===== src/rtl/sample_mover_pkg.sv =====
package sample_mover_pkg;

    localparam int REG_AW  = 4;
    localparam int LANE_W  = 8;
    localparam int N_LANES = 2;
    localparam int STAT_W  = 4;
    localparam int MASK_W  = 6;

    localparam logic [REG_AW-1:0] RA_CTRL     = 4'd0;
    localparam logic [REG_AW-1:0] RA_STAT     = 4'd1;
    localparam logic [REG_AW-1:0] RA_MASK     = 4'd2;
    localparam logic [REG_AW-1:0] RA_TX_FIRST = 4'd4;
    localparam logic [REG_AW-1:0] RA_TX_HALF  = 4'd5;
    localparam logic [REG_AW-1:0] RA_TX_LAST  = 4'd6;
    localparam logic [REG_AW-1:0] RA_TX_PTR   = 4'd7;
    localparam logic [REG_AW-1:0] RA_RX_FIRST = 4'd8;
    localparam logic [REG_AW-1:0] RA_RX_HALF  = 4'd9;
    localparam logic [REG_AW-1:0] RA_RX_LAST  = 4'd10;
    localparam logic [REG_AW-1:0] RA_RX_PTR   = 4'd11;

    localparam int ST_TX_LAST = 0;
    localparam int ST_TX_HALF = 1;
    localparam int ST_RX_LAST = 2;
    localparam int ST_RX_HALF = 3;

    typedef enum logic [1:0] {
        MV_IDLE  = 2'd0,
        MV_FETCH = 2'd1,
        MV_STORE = 2'd2
    } mv_state_t;

endpackage


===== src/rtl/ring_cursor.sv =====
module ring_cursor #(
    parameter int PW = 32
) (
    input  logic          clk,
    input  logic          rst_n,
    input  logic          load,
    input  logic          step,
    input  logic [PW-1:0] first_a,
    input  logic [PW-1:0] half_a,
    input  logic [PW-1:0] last_a,
    output logic [PW-1:0] cur,
    output logic          at_half,
    output logic          at_last
);

    assign at_last = (cur == last_a);
    assign at_half = (cur == half_a);

    always_ff @(posedge clk) begin
        if (!rst_n) begin
            cur <= '0;
        end else if (load) begin
            cur <= first_a;
        end else if (step) begin
            cur <= at_last ? first_a : cur + PW'(1);
        end
    end


    wrap_reload_chk: assert property (@(posedge clk) disable iff (!rst_n)
        (step && !load && at_last) |=> (cur == $past(first_a)));


    step_inc_chk: assert property (@(posedge clk) disable iff (!rst_n)
        (step && !load && !at_last) |=> (cur == $past(cur) + PW'(1)));


    load_first_chk: assert property (@(posedge clk) disable iff (!rst_n)
        load |=> (cur == $past(first_a)));

endmodule


===== src/rtl/mover_regs.sv =====
module mover_regs
    import sample_mover_pkg::*;
#(
    parameter int PW = 32
) (
    input  logic              clk,
    input  logic              rst_n,
    input  logic              reg_wr,
    input  logic [REG_AW-1:0] reg_addr,
    input  logic [31:0]       reg_wdata,
    output logic [31:0]       reg_rdata,
    input  logic [PW-1:0]     tx_cur,
    input  logic [PW-1:0]     rx_cur,
    input  logic [STAT_W-1:0] stat_set,
    output logic              run,
    output logic              arm,
    output logic [PW-1:0]     tx_first,
    output logic [PW-1:0]     tx_half,
    output logic [PW-1:0]     tx_last,
    output logic [PW-1:0]     rx_first,
    output logic [PW-1:0]     rx_half,
    output logic [PW-1:0]     rx_last,
    output logic              irq
);

    logic [STAT_W-1:0] stat;
    logic [STAT_W-1:0] stat_clr;
    logic [MASK_W-1:0] mask;
    logic              wr_ctrl;

    assign wr_ctrl  = reg_wr && (reg_addr == RA_CTRL);
    assign arm      = wr_ctrl && reg_wdata[0] && !run;
    assign stat_clr = (reg_wr && (reg_addr == RA_STAT)) ? reg_wdata[STAT_W-1:0] : '0;

    always_ff @(posedge clk) begin
        if (!rst_n) begin
            run      <= 1'b0;
            mask     <= '0;
            stat     <= '0;
            tx_first <= '0;
            tx_half  <= '0;
            tx_last  <= '0;
            rx_first <= '0;
            rx_half  <= '0;
            rx_last  <= '0;
        end else begin
            stat <= (stat & ~stat_clr) | stat_set;
            if (reg_wr) begin
                unique case (reg_addr)
                    RA_CTRL:     run      <= reg_wdata[0];
                    RA_MASK:     mask     <= reg_wdata[MASK_W-1:0];
                    RA_TX_FIRST: tx_first <= reg_wdata[PW-1:0];
                    RA_TX_HALF:  tx_half  <= reg_wdata[PW-1:0];
                    RA_TX_LAST:  tx_last  <= reg_wdata[PW-1:0];
                    RA_RX_FIRST: rx_first <= reg_wdata[PW-1:0];
                    RA_RX_HALF:  rx_half  <= reg_wdata[PW-1:0];
                    RA_RX_LAST:  rx_last  <= reg_wdata[PW-1:0];
                    default: ;
                endcase
            end
        end
    end

    always_comb begin
        reg_rdata = '0;
        unique case (reg_addr)
            RA_CTRL:     reg_rdata[0]          = run;
            RA_STAT:     reg_rdata[STAT_W-1:0] = stat;
            RA_MASK:     reg_rdata[MASK_W-1:0] = mask;
            RA_TX_FIRST: reg_rdata[PW-1:0]     = tx_first;
            RA_TX_HALF:  reg_rdata[PW-1:0]     = tx_half;
            RA_TX_LAST:  reg_rdata[PW-1:0]     = tx_last;
            RA_TX_PTR:   reg_rdata[PW-1:0]     = tx_cur;
            RA_RX_FIRST: reg_rdata[PW-1:0]     = rx_first;
            RA_RX_HALF:  reg_rdata[PW-1:0]     = rx_half;
            RA_RX_LAST:  reg_rdata[PW-1:0]     = rx_last;
            RA_RX_PTR:   reg_rdata[PW-1:0]     = rx_cur;
            default:     reg_rdata             = '0;
        endcase
    end

    assign irq = |({{(MASK_W-STAT_W){1'b0}}, stat} & mask);


    stat_sticky_chk: assert property (@(posedge clk) disable iff (!rst_n)
        1'b1 |=> ((stat & ($past(stat) & ~$past(stat_clr))) == ($past(stat) & ~$past(stat_clr))));


    stat_set_wins_chk: assert property (@(posedge clk) disable iff (!rst_n)
        (|stat_set) |=> ((stat & $past(stat_set)) == $past(stat_set)));


    irq_quiet_chk: assert property (@(posedge clk) disable iff (!rst_n)
        (stat == '0) |-> !irq);

endmodule


===== src/rtl/mover_seq.sv =====
module mover_seq
    import sample_mover_pkg::*;
#(
    parameter int PW = 32,
    parameter int AW = 9
) (
    input  logic                      clk,
    input  logic                      rst_n,
    input  logic                      run,
    input  logic                      frame_stb,
    input  logic [N_LANES*LANE_W-1:0] rx_lanes,
    input  logic [PW-1:0]             tx_cur,
    input  logic [PW-1:0]             rx_cur,
    input  logic                      tx_at_half,
    input  logic                      tx_at_last,
    input  logic                      rx_at_half,
    input  logic                      rx_at_last,
    input  logic [31:0]               mem_rdata,
    output logic                      mem_en,
    output logic                      mem_we,
    output logic [AW-1:0]             mem_addr,
    output logic [31:0]               mem_wdata,
    output logic [N_LANES*LANE_W-1:0] tx_lanes,
    output logic                      tx_valid,
    output logic                      step,
    output logic [STAT_W-1:0]         stat_set
);

    localparam int LANES_W = N_LANES * LANE_W;

    mv_state_t           state, nxt;
    logic [LANES_W-1:0]  rx_hold;
    logic                start_ok;

    assign start_ok = run && frame_stb;

    always_comb begin
        nxt = state;
        unique case (state)
            MV_IDLE:  nxt = start_ok ? MV_FETCH : MV_IDLE;
            MV_FETCH: nxt = MV_STORE;
            MV_STORE: nxt = MV_IDLE;
            default:  nxt = MV_IDLE;
        endcase
    end

    always_ff @(posedge clk) begin
        if (!rst_n) state <= MV_IDLE;
        else        state <= nxt;
    end

    always_comb begin
        mem_en    = 1'b0;
        mem_we    = 1'b0;
        mem_addr  = tx_cur[AW-1:0];
        step      = 1'b0;
        stat_set  = '0;
        unique case (state)
            MV_IDLE: ;
            MV_FETCH: begin
                mem_en   = 1'b1;
                mem_addr = tx_cur[AW-1:0];
            end
            MV_STORE: begin
                mem_en   = 1'b1;
                mem_we   = 1'b1;
                mem_addr = rx_cur[AW-1:0];
                step     = 1'b1;
                stat_set[ST_TX_LAST] = tx_at_last;
                stat_set[ST_TX_HALF] = tx_at_half;
                stat_set[ST_RX_LAST] = rx_at_last;
                stat_set[ST_RX_HALF] = rx_at_half;
            end
            default: ;
        endcase
    end

    assign mem_wdata = {{(32-LANES_W){1'b0}}, rx_hold};

    for (genvar g = 0; g < N_LANES; g++) begin : g_lane
        always_ff @(posedge clk) begin
            if (!rst_n) begin
                rx_hold[g*LANE_W +: LANE_W]  <= '0;
                tx_lanes[g*LANE_W +: LANE_W] <= '0;
            end else begin
                if (state == MV_IDLE && start_ok)
                    rx_hold[g*LANE_W +: LANE_W] <= rx_lanes[g*LANE_W +: LANE_W];
                if (state == MV_STORE)
                    tx_lanes[g*LANE_W +: LANE_W] <= mem_rdata[g*LANE_W +: LANE_W];
            end
        end
    end

    always_ff @(posedge clk) begin
        if (!rst_n) tx_valid <= 1'b0;
        else        tx_valid <= (state == MV_STORE);
    end


    stopped_quiet_chk: assert property (@(posedge clk) disable iff (!rst_n)
        (!run && state == MV_IDLE) |=> !mem_en);


    valid_pulse_chk: assert property (@(posedge clk) disable iff (!rst_n)
        tx_valid |=> !tx_valid);


    store_after_fetch_chk: assert property (@(posedge clk) disable iff (!rst_n)
        mem_we |-> ($past(mem_en) && !$past(mem_we)));


    one_step_chk: assert property (@(posedge clk) disable iff (!rst_n)
        step |=> !step);

endmodule


===== src/rtl/sample_mover.sv =====
module sample_mover
    import sample_mover_pkg::*;
#(
    parameter int AW = 9,
    parameter int PW = 32
) (
    input  logic              clk,
    input  logic              rst_n,
    input  logic              reg_wr,
    input  logic [REG_AW-1:0] reg_addr,
    input  logic [31:0]       reg_wdata,
    output logic [31:0]       reg_rdata,
    input  logic              frame_stb,
    input  logic [LANE_W-1:0] rx_ch0,
    input  logic [LANE_W-1:0] rx_ch1,
    output logic [LANE_W-1:0] tx_ch0,
    output logic [LANE_W-1:0] tx_ch1,
    output logic              tx_valid,
    output logic              mem_en,
    output logic              mem_we,
    output logic [AW-1:0]     mem_addr,
    output logic [31:0]       mem_wdata,
    input  logic [31:0]       mem_rdata,
    output logic              irq
);

    localparam int LANES_W = N_LANES * LANE_W;

    logic              run, arm, step;
    logic [PW-1:0]     tx_first, tx_half, tx_last, rx_first, rx_half, rx_last;
    logic [PW-1:0]     tx_cur, rx_cur;
    logic              tx_at_half, tx_at_last, rx_at_half, rx_at_last;
    logic [STAT_W-1:0] stat_set;
    logic [LANES_W-1:0] tx_lanes;

    mover_regs #(.PW(PW)) u_regs (
        .clk(clk), .rst_n(rst_n),
        .reg_wr(reg_wr), .reg_addr(reg_addr), .reg_wdata(reg_wdata), .reg_rdata(reg_rdata),
        .tx_cur(tx_cur), .rx_cur(rx_cur), .stat_set(stat_set),
        .run(run), .arm(arm),
        .tx_first(tx_first), .tx_half(tx_half), .tx_last(tx_last),
        .rx_first(rx_first), .rx_half(rx_half), .rx_last(rx_last),
        .irq(irq)
    );

    ring_cursor #(.PW(PW)) u_tx_ring (
        .clk(clk), .rst_n(rst_n), .load(arm), .step(step),
        .first_a(tx_first), .half_a(tx_half), .last_a(tx_last),
        .cur(tx_cur), .at_half(tx_at_half), .at_last(tx_at_last)
    );

    ring_cursor #(.PW(PW)) u_rx_ring (
        .clk(clk), .rst_n(rst_n), .load(arm), .step(step),
        .first_a(rx_first), .half_a(rx_half), .last_a(rx_last),
        .cur(rx_cur), .at_half(rx_at_half), .at_last(rx_at_last)
    );

    mover_seq #(.PW(PW), .AW(AW)) u_seq (
        .clk(clk), .rst_n(rst_n), .run(run), .frame_stb(frame_stb),
        .rx_lanes({rx_ch1, rx_ch0}),
        .tx_cur(tx_cur), .rx_cur(rx_cur),
        .tx_at_half(tx_at_half), .tx_at_last(tx_at_last),
        .rx_at_half(rx_at_half), .rx_at_last(rx_at_last),
        .mem_rdata(mem_rdata),
        .mem_en(mem_en), .mem_we(mem_we), .mem_addr(mem_addr), .mem_wdata(mem_wdata),
        .tx_lanes(tx_lanes), .tx_valid(tx_valid),
        .step(step), .stat_set(stat_set)
    );

    assign tx_ch0 = tx_lanes[LANE_W-1:0];
    assign tx_ch1 = tx_lanes[2*LANE_W-1:LANE_W];

endmodule


===== config.mk =====
export PLATFORM = sky130hd
export DESIGN_NAME = sample_mover
export DESIGN_NICKNAME = d
export VERILOG_FILES = /design/src/rtl/sample_mover_pkg.sv /design/src/rtl/ring_cursor.sv /design/src/rtl/mover_regs.sv /design/src/rtl/mover_seq.sv /design/src/rtl/sample_mover.sv
export SDC_FILE = /design/constraint.sdc
export NUM_CORES = 1
export LEC_CHECK = 0
export ABC_AREA = 1
export BUFFER_PORTS_ARGS = -buffer_cell sky130_fd_sc_hd__buf_4
export CORE_MARGIN = 3
export CORE_UTILIZATION = 54
export DETAILED_ROUTE_END_ITERATION = 16
export HOLD_SLACK_MARGIN = 0.15
export PLACE_DENSITY = 0.8
export SLEW_MARGIN = 20
export SYNTH_ARGS = -nofsm -noshare
export SYNTH_HDL_FRONTEND = slang
export SYNTH_SLANG_ARGS = --single-unit

===== constraint.sdc =====
create_clock -name clk -period 5.5 [get_ports clk]
set_clock_uncertainty 0.2 [all_clocks]
set_input_delay 1.1 -clock clk [delete_from_list [all_inputs] [get_ports clk]]
set_output_delay 1.1 -clock clk [all_outputs]
set_load 0.01 [all_outputs]

# == After elaboration in Yosys (flattened, before gate mapping) ==
# Cells that the tools add are included.
# word_totals
register_bits,302
latchBits,0
ramBits,0
rom_bits,0
in_bits,88
output_inout_bits,93
mem_count,0
# classes
addsub,2
n_mul,0
div_mod_pow,0
order_cmp,0
eq_ne,16
shifts,0
muxes,17
bitwise_logic,4
reduce_logical,20
# ops
op,n
$pmux W26 S8,1
$mux W32,6
$eq A32 B32 Y1,4
$add A32 B1 Y32 const B,2
$pmux W3 S10,1
$pmux W2 S9,1
$eq A4 B3 Y1 const B,4
$eq A4 B4 Y1 const B,4
$reduce_and A2 Y1,8
$pmux W1 S11,1
$mux W9,1
$mux W4,2
$and A4 B6 Y6,1
$logic_and A1 B1 Y1,6
$reduce_or A6 Y1,1
$and A4 B4 Y4,1
$eq A4 B1 Y1 const B,1
$eq A4 B2 Y1 const B,1
$logic_not A4 Y1,1
$not A4 Y4,1
$or A4 B4 Y4,1
$pmux W2 S2,1
$mux W1,3
$eq A2 B1 Y1 const B,1
other kinds (5),5

# == Logic depth before layout (Yosys ltp) ==
# Gate-level depths: netlist (run 1).
# logic_depth
word_depth,6
depth_mapped,15
depth_no_buf,13

# == Modules after synthesis ==
# Synthesis (run 1) repeated with hierarchy kept, for this count alone.
# hier_totals
cells_unflattened,2902
hier_area_um2,18342.6
# modules_own_cells
mod,n_inst,cells_per_inst,area_per_inst_um2,seq_area_each_um2
mover_regs,1,1430,9759.4,4063.9
ring_cursor,2,615,3464.6,640.6
mover_seq,1,242,1654.1,700.7

# == Worst setup path before layout (run 1) ==
# OpenSTA, ideal clock, no wires.
# synth_timing
path_type,input-to-output
startpoint,input reg_addr[2]
endpoint,output reg_rdata[14]
arrival_time_ns,2.311
required_time_ns,4.200
slack_ns,1.889
cell_stages,7
n_path_buf,1
path_cell_list,inv_1 -> ha_1 -> nand2_2 -> inv_2 -> clkbuf_1 -> a21oi_1 -> a41oi_1
# synth_via
elab_chain_cells,2
# synth_lines
item,line_no,rtl
"start, declared",sample_mover.sv:10,"input logic [REG_AW-1:0] reg_addr,"
$eq A4 B4 Y1 / $eq A4 B3 Y1 (equally long branches),mover_regs.sv:66,unique case (reg_addr)
$pmux W26 S8 (*),mover_regs.sv:66,
"end, declared",sample_mover.sv:12,"output logic [31:0] reg_rdata,"
# Every way passes the cells marked *; elsewhere a longest branch is shown, timed or not.

# == Worst setup path in the final report (run 1) ==
# layout_timing
startpoint,input reg_addr[3]
endpoint,output reg_rdata[13]
# Same word-level chain as after synthesis.

==> results of run 1 <==
## path summary, 6_finish.rpt
path	to	slack [ns]	cells after the start
worst min-delay path	u_seq.mem_wdata[5]	0.24	2
worst max register to register	u_tx_ring.cur[3]	2.41	12
worst max-delay path	reg_rdata[13]	0.59	9
worst min register to register	u_seq.mem_wdata[5]	0.24	2
## power groups by stage
| stage | combinational (uW) | clock (uW) | sequential (uW) |
|---|---|---|---|
| floorplan | 518 | 0 | 2290 |
| global placement | 654 | 0 | 2300 |
| detailed placement | 667 | 0 | 2300 |
| CTS | 671 | 2360 | 2260 |
| global route | 750 | 2450 | 2260 |
| finish | 691 | 2350 | 2260 |
## layer usage
metal	track usage (%)	vias to the layer above
met5	0	-
li1	-	8435
met3	6.91	215
met4	17.1	0
met1	48.6	8445
met2	55.2	1288
## synthesized netlist by cell type, drive strengths merged (2+ instances only)
cell     count  area share (%)
nand2      550              12
a21oi      327             9.6
inv        306             6.7
dfxtp      302              35
o21ai      211             6.2
nand3      205             6.8
nor2       167             4.1
buf        118             4.5
o22ai       87             3.2
clkbuf      77             1.7
xnor2       55             2.8
xor2        40             2.0
a221oi      37             1.9
nor3        17            0.52
a41oi        9            0.46
ha           8            0.58
o2111ai      8            0.41
nand4        7            0.25
nand3b       6            0.26
clkinv       3           0.066
nor4         2           0.073
o211ai       2           0.087
## layout by cell type (no fill, tap or decap), types with 2 or more instances in the layout
master and instances:
inv_2 24, clkinv_2 6, conb_1 16, inv_6 2, a21oi_1 322, nand2_1 537
clkbuf_1 8, buf_4 173, nor2_1 152, clkbuf_8 6, o21ai_2 4, clkbuf_16 35
a221oi_1 37, dfxtp_1 302, a21oi_2 5, nand2_2 9, o21ai_0 195, nand3b_1 6
xor2_1 40, o21ai_1 12, bufinv_16 3, xnor2_1 55, nand2_4 4, clkinv_1 3
nor3_1 16, o22ai_1 87, o2111ai_1 8, nand3_1 177, nor2_2 7, a41oi_1 9
o211ai_1 2, nor2_4 8, ha_1 8, nand3_2 28, nand4_1 7, nor4_1 2
inv_1 280
## state kept, by name, indices dropped and copies added (netlist names), 16 cells and up
register	cells
u_seq.mem_wdata	16
u_regs.rx_last	32
u_regs.tx_first	32
u_rx_ring.cur	32
u_tx_ring.cur	32
u_regs.tx_half	32
u_regs.rx_first	32
u_seq.tx_lanes	16
u_regs.tx_last	32
u_regs.rx_half	32
## layout make-up
cell class | count | area, sq um | area share [%]
multi-input cells | 1761 | 8980 | 47.0
flip-flops and latches | 302 | 6050 | 31.6
repair buffers | 173 | 1300 | 6.79
inverters | 309 | 1160 | 6.09
clock buffers | 49 | 988 | 5.17
well taps | 396 | 495 | 2.59
clock inverters | 11 | 141 | 0.739
diodes | 1 | 2.50 | 0.0131
## worst reg2reg max path, cell delays in order, from the launching register on
cell     delay [ns]
dfxtp_1        0.41
inv_1          0.23
nand2_1        0.08
nand2_1        0.06
nand2_1        0.05
nor2_1         0.17
nand2_1        0.08
nor2_1         0.23
nand2_2        0.51
nand2_4        0.60
nand2_1        0.15
o21ai_2        0.09
a21oi_2        0.07
## logic make-up (layout without fill, tap and decap cells)
logic type                 count (synthesis)  after routing  synth area share (%)
xor gates and xnor gates                  95             95                  4.84
adders and majority gates                  8              8                 0.582
and+or+nand+nor                          956            956                  24.3
other                                      1             17                0.0218
buffers and inverters                    504            542                  12.9
AOI/OAI and AO/OA                        686            686                  22.1
DFF                                      302            302                  35.2
## stage by stage
stage | hold slack [ns] | power (uW) | cell area [sq um] | utilization, % | worst slack (ns)
floorplan | 0.230 | 2810 | 17200 | - | 1.89
global placement | 0.233 | 2960 | 18000 | 58.0 | 0.831
detailed placement | 0.237 | 2970 | 18000 | 58.0 | 0.781
CTS | 0.246 | 5290 | 19100 | 61.7 | 0.781
global route | 0.271 | 5460 | 19100 | 61.7 | 0.600
finish | 0.243 | 5300 | 19100 | 61.7 | 0.586
==> summary.md, run 1 <==
| Metric | Value |
|---|---|
| Post-CTS setup buffers | `0` |
| Fraction of layout cells with a size suffix above 1 | `12.2%` |
| Sequential power share | `between 40% and 50%` |
| Sw power | `approximately 1500 uW` |
| Total leakage power | `between 0.007 and 0.008 uW` |
| Clk Latency, worst-skew pair | `0.53 ns` |
| R2R Path Start | `u_tx_ring.cur[28]` |
| Pwr per Cell Area | `~280 nW/um^2` |
| DR pass1 iterations | `9` |
| Worst path max stage delay | `0.69 ns` |
| Routed vias/inst | `6.12` |
| Max VDD drop | `approximately 0.00020 V` |
| CTS resizes | `0` |
| Clock Pin Slew Worst Setup and Hold Paths | `roughly 0.060 ns` |
| Cells after DPL | `a little under 3000` |
| Fin. max-slew vios | `0` |
| Die W | `around 180 microns` |
| Worst EP arrival | `approximately 3.6 ns` |
| CP required | `4.20 ns` |
| Cell seen most often among critical-path stages | `buf_4` |
| Crit. End Element | `primary output` |
| Post-route minimum period | `~4.9 ns` |
| Largest net degree at the start of global routing | `97` |
| Synth Cell Area | `roughly 17000 sq um` |
| Sequential area share after synthesis | `35.2%` |
| Fin crit share | `between 80% and 90%` |
| Via count | `between 15000 and 20000` |
| Net Sw Frac | `27.8%` |
| Final hold violation count | `0` |
| Max FO, Critical Path | `18` |
| Max Buffers Root-to-Sink | `3` |
| Critical-path cell list | `buf_4 -> inv_1 -> ha_1 -> nand3_1 -> buf_4 -> clkinv_1 -> a221oi_1 -> a21oi_1 -> buf_4` |
| All-Layer GR Usage | `between 30% and 40%` |
| Placer Congestion | `approximately 1.0` |
| Post-synth EDFFs | `0` |
| Grt total ovfl | `0` |
| Initial antenna violation count | `1` |
| Tightest Pin Transition | `~1.1 ns` |
| H-tree lvl count | `2` |
| Sink Count | `around 300` |
| TritonCTS clock tree | `built` |
| First-pass GRT wire length | `~96 mm` |
| # fillers | `around 2900` |
| RSZ-0062 raised after global routing | `false` |
| Synth Register Bits | `302` |
| FP Rows | `64` |
| DRC errors left | `0` |
| Clock power share | `between 40% and 50%` |
| Top-level I/O count | `about 180` |
| Area Growth Syn to Fin | `11.3%` |
| Die Y | `approximately 180 microns` |
| Crit path launch | `reg_addr[3]` |
| Combinational power share | `roughly an eighth` |
| WL met3 | `between 7 and 8 mm` |
| CP Class | `input pin to primary output` |
| DP Wirelength | `about 44 mm` |
| Main synth FF type | `dfxtp_1` |
| Status | `complete, no violations` |
| Final net count | `about 2700` |
| Buf/Inv on CP | `5` |
| Vias in the first global route | `16874` |
| DRT iter0 DRCs | `between 2000 and 2500` |
| CP delay by family, top | `buffers and inverters` |
| Hold-fix buffers at CTS | `0` |
| Setup crit start kind | `input pin` |
| CTS Root Cell | `clkbuf_16` |
| CP max stage cell | `clkinv_1` |
| Total wire length | `around 63 mm` |
| ANT nets after route | `0` |
| Int Pwr | `3820 uW` |
| Fmax | `approximately 200 MHz` |
| Synth cell types | `45` |
| Metal2 WL | `between 20 and 30 mm` |
| Warnings from Yosys | `0` |
| Non-filler cells, final | `about 3000` |
| Met1 WL | `25.1 mm` |
| TritonCTS Buffers | `35` |
| Min-delay src | `u_seq.mem_wdata[5]` |
| Slew margin rel. | `a little under a quarter` |
| I/O Buffers | `between 100 and 150` |
| Cells after synthesis | `around 2600` |
| Synth Area per Inst | `approximately 6.7 sq um` |
| Die ar. | `about 34000 sq um` |
| Initial core utilization | `55.5%` |
| Worst Hold Class | `flop to flop` |
| Max Cap Viol | `0` |
| Max layer used | `met4` |
| Avg WL per Cell | `roughly 21 microns` |
| Core region area | `31000 sq um` |
| Setup TNS | `0 ns` |
| Post-synth ARST share | `0%` |
| Endpoints failing setup | `0` |
(Power assumes the default switching activity.)
==> run 2: changes to the inputs <==
--- a/config.mk
+++ b/config.mk
@@ -5,13 +5,12 @@
 export SDC_FILE = /design/constraint.sdc
 export NUM_CORES = 1
 export LEC_CHECK = 0
-export ABC_AREA = 1
 export BUFFER_PORTS_ARGS = -buffer_cell sky130_fd_sc_hd__buf_4
 export CORE_MARGIN = 3
-export CORE_UTILIZATION = 54
+export CORE_UTILIZATION = 25
 export DETAILED_ROUTE_END_ITERATION = 16
 export HOLD_SLACK_MARGIN = 0.15
-export PLACE_DENSITY = 0.8
+export PLACE_DENSITY = 0.47
 export SLEW_MARGIN = 20
 export SYNTH_ARGS = -nofsm -noshare
 export SYNTH_HDL_FRONTEND = slang
==> constraint.sdc (replaced) <==
create_clock -name clk -period 5.5 [get_ports clk]
set_clock_uncertainty 0.2 [all_clocks]
set_input_delay 1.65 -clock clk [delete_from_list [all_inputs] [get_ports clk]]
set_output_delay 1.65 -clock clk [all_outputs]
set_load 0.01 [all_outputs]
==> run 2 against run 1 <==
Against the previous run: utilization is 31 points lower; count of clock-buffer cells in the layout increased by 8; fmax shrank 9.4%; via count down 10%; register-to-register slack got worse by 0.48 ns; critical path depth is 1 higher; critical endpoint is now reg_rdata[17]; highest routed layer is now met5.
==> summary.md, run 2 <==
| Metric | Value |
|---|---|
| Commonest non-fill, non-tap cell in the layout | `nand2_1` |
| Sw power | `1550 uW (+5.1%)` |
| Vias in the first global route | `15488 (-8.2%)` |
| Synth Area per Inst | `7.62 sq um (+13%)` |
| Clock power share | `48.1% (+3.8 points)` |
| Fmax | `184 MHz (-9.4%)` |
| Status | `complete, no violations` |
| Clock Pin Slew Worst Setup and Hold Paths | `0.05 ns (about the same)` |
| Total leakage power | `0.00652 uW (-10%)` |
| DP Wirelength | `52.9 mm (+20%)` |
| Most instantiated cells after synthesis | `nand2_1 (513), dfxtp_1 (302), a21oi_1 (256)` |
| Avg WL per Cell | `24.9 microns (+19%)` |
| R2R Path Start | `u_rx_ring.cur[24]` |
| Core region area | `63100 sq um (+100%)` |
| All-Layer GR Usage | `21.6% (-14 points)` |
| Die ar. | `66900 sq um (+97%)` |
| # fillers | `6824 (+140%)` |
| Post-CTS setup buffers | `0 (unchanged)` |
| Worst Hold Class | `flop to flop` |
| Area Growth Syn to Fin | `20.5%` |
| Antenna Cells | `0 (-1)` |
| DRC errors left | `0 (unchanged)` |
| Final net count | `2237 (-16%)` |
| Synth Register Bits | `302 (unchanged)` |
| DR pass1 iterations | `6 (-3)` |
| Routed vias/inst | `5.48 (-10%)` |
| CTS Root Cell | `clkbuf_16` |
| Setup TNS | `0 ns (unchanged)` |
| Combinational power share | `11.1% (-1.9 points)` |
| Clk Latency, worst-skew pair | `0.58 ns (+0.05 ns)` |
| Post-Place Cell Area | `17900 sq um (-0.31%)` |
| Pwr per Cell Area | `287 nW/um^2 (+3.4%)` |
| Setup crit start kind | `input pin` |
| TritonCTS Buffers | `39 (+11%)` |
| Main synth FF type | `dfxtp_1` |
| Top-level I/O count | `181 (unchanged)` |
| CP Class | `input pin to primary output` |
| CP required | `3.65 ns (-0.55 ns)` |
| Endpoints failing setup | `0 (unchanged)` |
| Int Pwr | `3970 uW (+3.7%)` |
| Final hold violation count | `0 (unchanged)` |
| Post-synth EDFFs | `0 (unchanged)` |
| Multi-input gate area | `8980 sq um (about the same)` |
| Sequential area share after synthesis | `37.9% (+2.7 points)` |
| Slew margin rel. | `33.5% (+9.7 points)` |
| Sequential Area | `6050 sq um (unchanged)` |
| Crit. End Element | `primary output` |
| I/O Buffers | `148 (unchanged)` |
| Crit path launch | `reg_addr[2]` |
| Net Sw Frac | `28.1% (+0.28 points)` |
| Max Cap Viol | `0 (unchanged)` |
| ANT nets after route | `0 (unchanged)` |
| Die W | `259 microns (+40%)` |
| Setup slack after layout | `0.0743 ns (-0.512 ns)` |
| Commonest non-fill, non-tap cells in the layout | `nand2_1 (513), dfxtp_1 (302), a21oi_1 (255)` |
| Max Buffers Root-to-Sink | `3 (unchanged)` |
| H-tree lvl count | `2 (unchanged)` |
| Largest net degree at the start of global routing | `97 (unchanged)` |
| Warnings from Yosys | `0 (unchanged)` |
| Fraction of layout cells with a size suffix above 1 | `14.6% (+2.4 points)` |
| Fin crit share | `98.6% (+9.3 points)` |
| Placer Congestion | `0.983 (-4.9%)` |
| Synth cell types | `78 (+73%)` |
| Worst EP arrival | `3.58 ns (-0.03 ns)` |
| Synth area leader | `dfxtp_1` |
| Most frequent cell after synthesis | `nand2_1` |
| RSZ-0062 raised after global routing | `false` |
| Initial antenna violation count | `1 (unchanged)` |
| TritonCTS clock tree | `built` |
| Final Power | `5510 uW (+4.1%)` |
| Die Y | `259 microns (+40%)` |
| Cells after synthesis | `2095 (-18%)` |
| Grt total ovfl | `0 (unchanged)` |
| Synth Cell Area | `16000 sq um (-7.1%)` |
| Via count | `16519 (-10%)` |
| Sink Count | `302 (unchanged)` |
| Fin. max-slew vios | `0 (unchanged)` |
| Max VDD drop | `0.000176 V (-11%)` |
| Min-delay src | `u_regs.mask[5]` |
| Synth top area cells | `dfxtp_1 (38%), nand2_1 (12%), a21oi_1 (8.0%)` |
| First-pass GRT wire length | `108 mm (+13%)` |
| Post-route minimum period | `5.43 ns (+0.512 ns)` |
| DRT iter0 DRCs | `2113 (-15%)` |
| Yosys top cell area share | `37.9% (+2.7 points)` |
| Tightest Pin Transition | `0.995 ns (-0.148 ns)` |
| Total wire length | `75.1 mm (+19%)` |
| Max FO, Critical Path | `15 (-3)` |
| Register-to-register setup slack | `1.93 ns (-0.48 ns)` |
| FP Rows | `92 (+44%)` |
| Post-synth ARST share | `0% (unchanged)` |
| Initial core utilization | `25.3% (-30 points)` |
| Design area | `19200 sq um (+0.62%)` |
| Sequential power share | `40.8% (-1.8 points)` |
| Place WS | `0.00759 ns (-0.773 ns)` |
==> run 2: cell types whose count changed in the layout (fill, tap and decap cells not counted), sizes merged, moves of 37 or more <==
cell | before | now
buf | 173 | 214
a22oi | 0 | 118
nand4 | 7 | 45
a21oi | 327 | 256
o22ai | 87 | 2
nor2 | 167 | 74
nand3 | 205 | 45
nand2 | 550 | 513
o21ai | 211 | 66
inv | 307 | 15
==> run 2: metal layers <==
layer | global-route usage [%] | vias to the layer above | part of all wire [%]
li1 | - | 7424 | -
met5 | 0 | - | 0.013
met3 | 4.28 | 179 | 9.0
met4 | 9.71 | 2 | 4.5
met1 | 28.7 | 8015 | 42
met2 | 33.9 | 899 | 45
==> run 2: stage by stage <==
stage / instances / hold WS (ns) / util [%]
2_1_floorplan: 2110 / 0.233 / -
3_3_place_gp: 2946 / 0.244 / 28.4
3_5_place_dp: 2946 / 0.248 / 28.4
4_1_cts: 3014 / 0.255 / 30.5
5_1_grt: 3014 / 0.276 / 30.5
6_report: 3014 / 0.252 / 30.5
==> run 2: final timing paths <==
kind | depth (start not counted) | to
max | 10 | reg_rdata[17]
min | 2 | u_regs.mask[5]
max reg2reg | 7 | u_rx_ring.cur[20]
min reg2reg | 2 | u_regs.mask[5]
==> run 2: layout make-up <==
class,count,share of cell area (%)
inverter,15,0.332
clock buffer,57,6.11
multi-input combinational,1569,46.7
sequential,302,31.4
tap,846,5.50
clock inverter,11,0.663
timing repair buffer,214,9.26
==> run 2: repair_timing <==
| item | 4_1_cts | 5_1_grt |
|---|---|---|
| setup endpoints to repair | 0 | 1 |
| hold buffers | 0 | 0 |
| resized for setup | 0 | 1 |
==> run 2: worst max-delay path, stage by stage <==
cell	delay (ns)
buf_4	0.12
inv_1	0.07
ha_1	0.24
inv_1	0.12
nor3_2	0.27
buf_4	0.19
buf_12	0.15
a22oi_1	0.10
a41oi_1	0.44
buf_4	0.21
==> run 2: kinds of logic after synthesis <==
group / share of synthesized area (%)
AO/OA/AOI/OAI: 23.2
other: 0.0235
flip-flops: 37.9
AND/OR/NAND/NOR: 22.3
multiplexers: 2.44
XOR/XNOR: 7.08
buffers and inverters: 6.48
adder cells (fa/ha/maj): 0.627
==> run 2: power by group through the flow <==
stage	combinational (uW)	sequential [uW]	clock [uW]
floorplan	333	2280	0
global placement	591	2290	0
detailed placement	596	2290	0
CTS	597	2250	2710
global route	643	2250	2770
finish	612	2250	2650
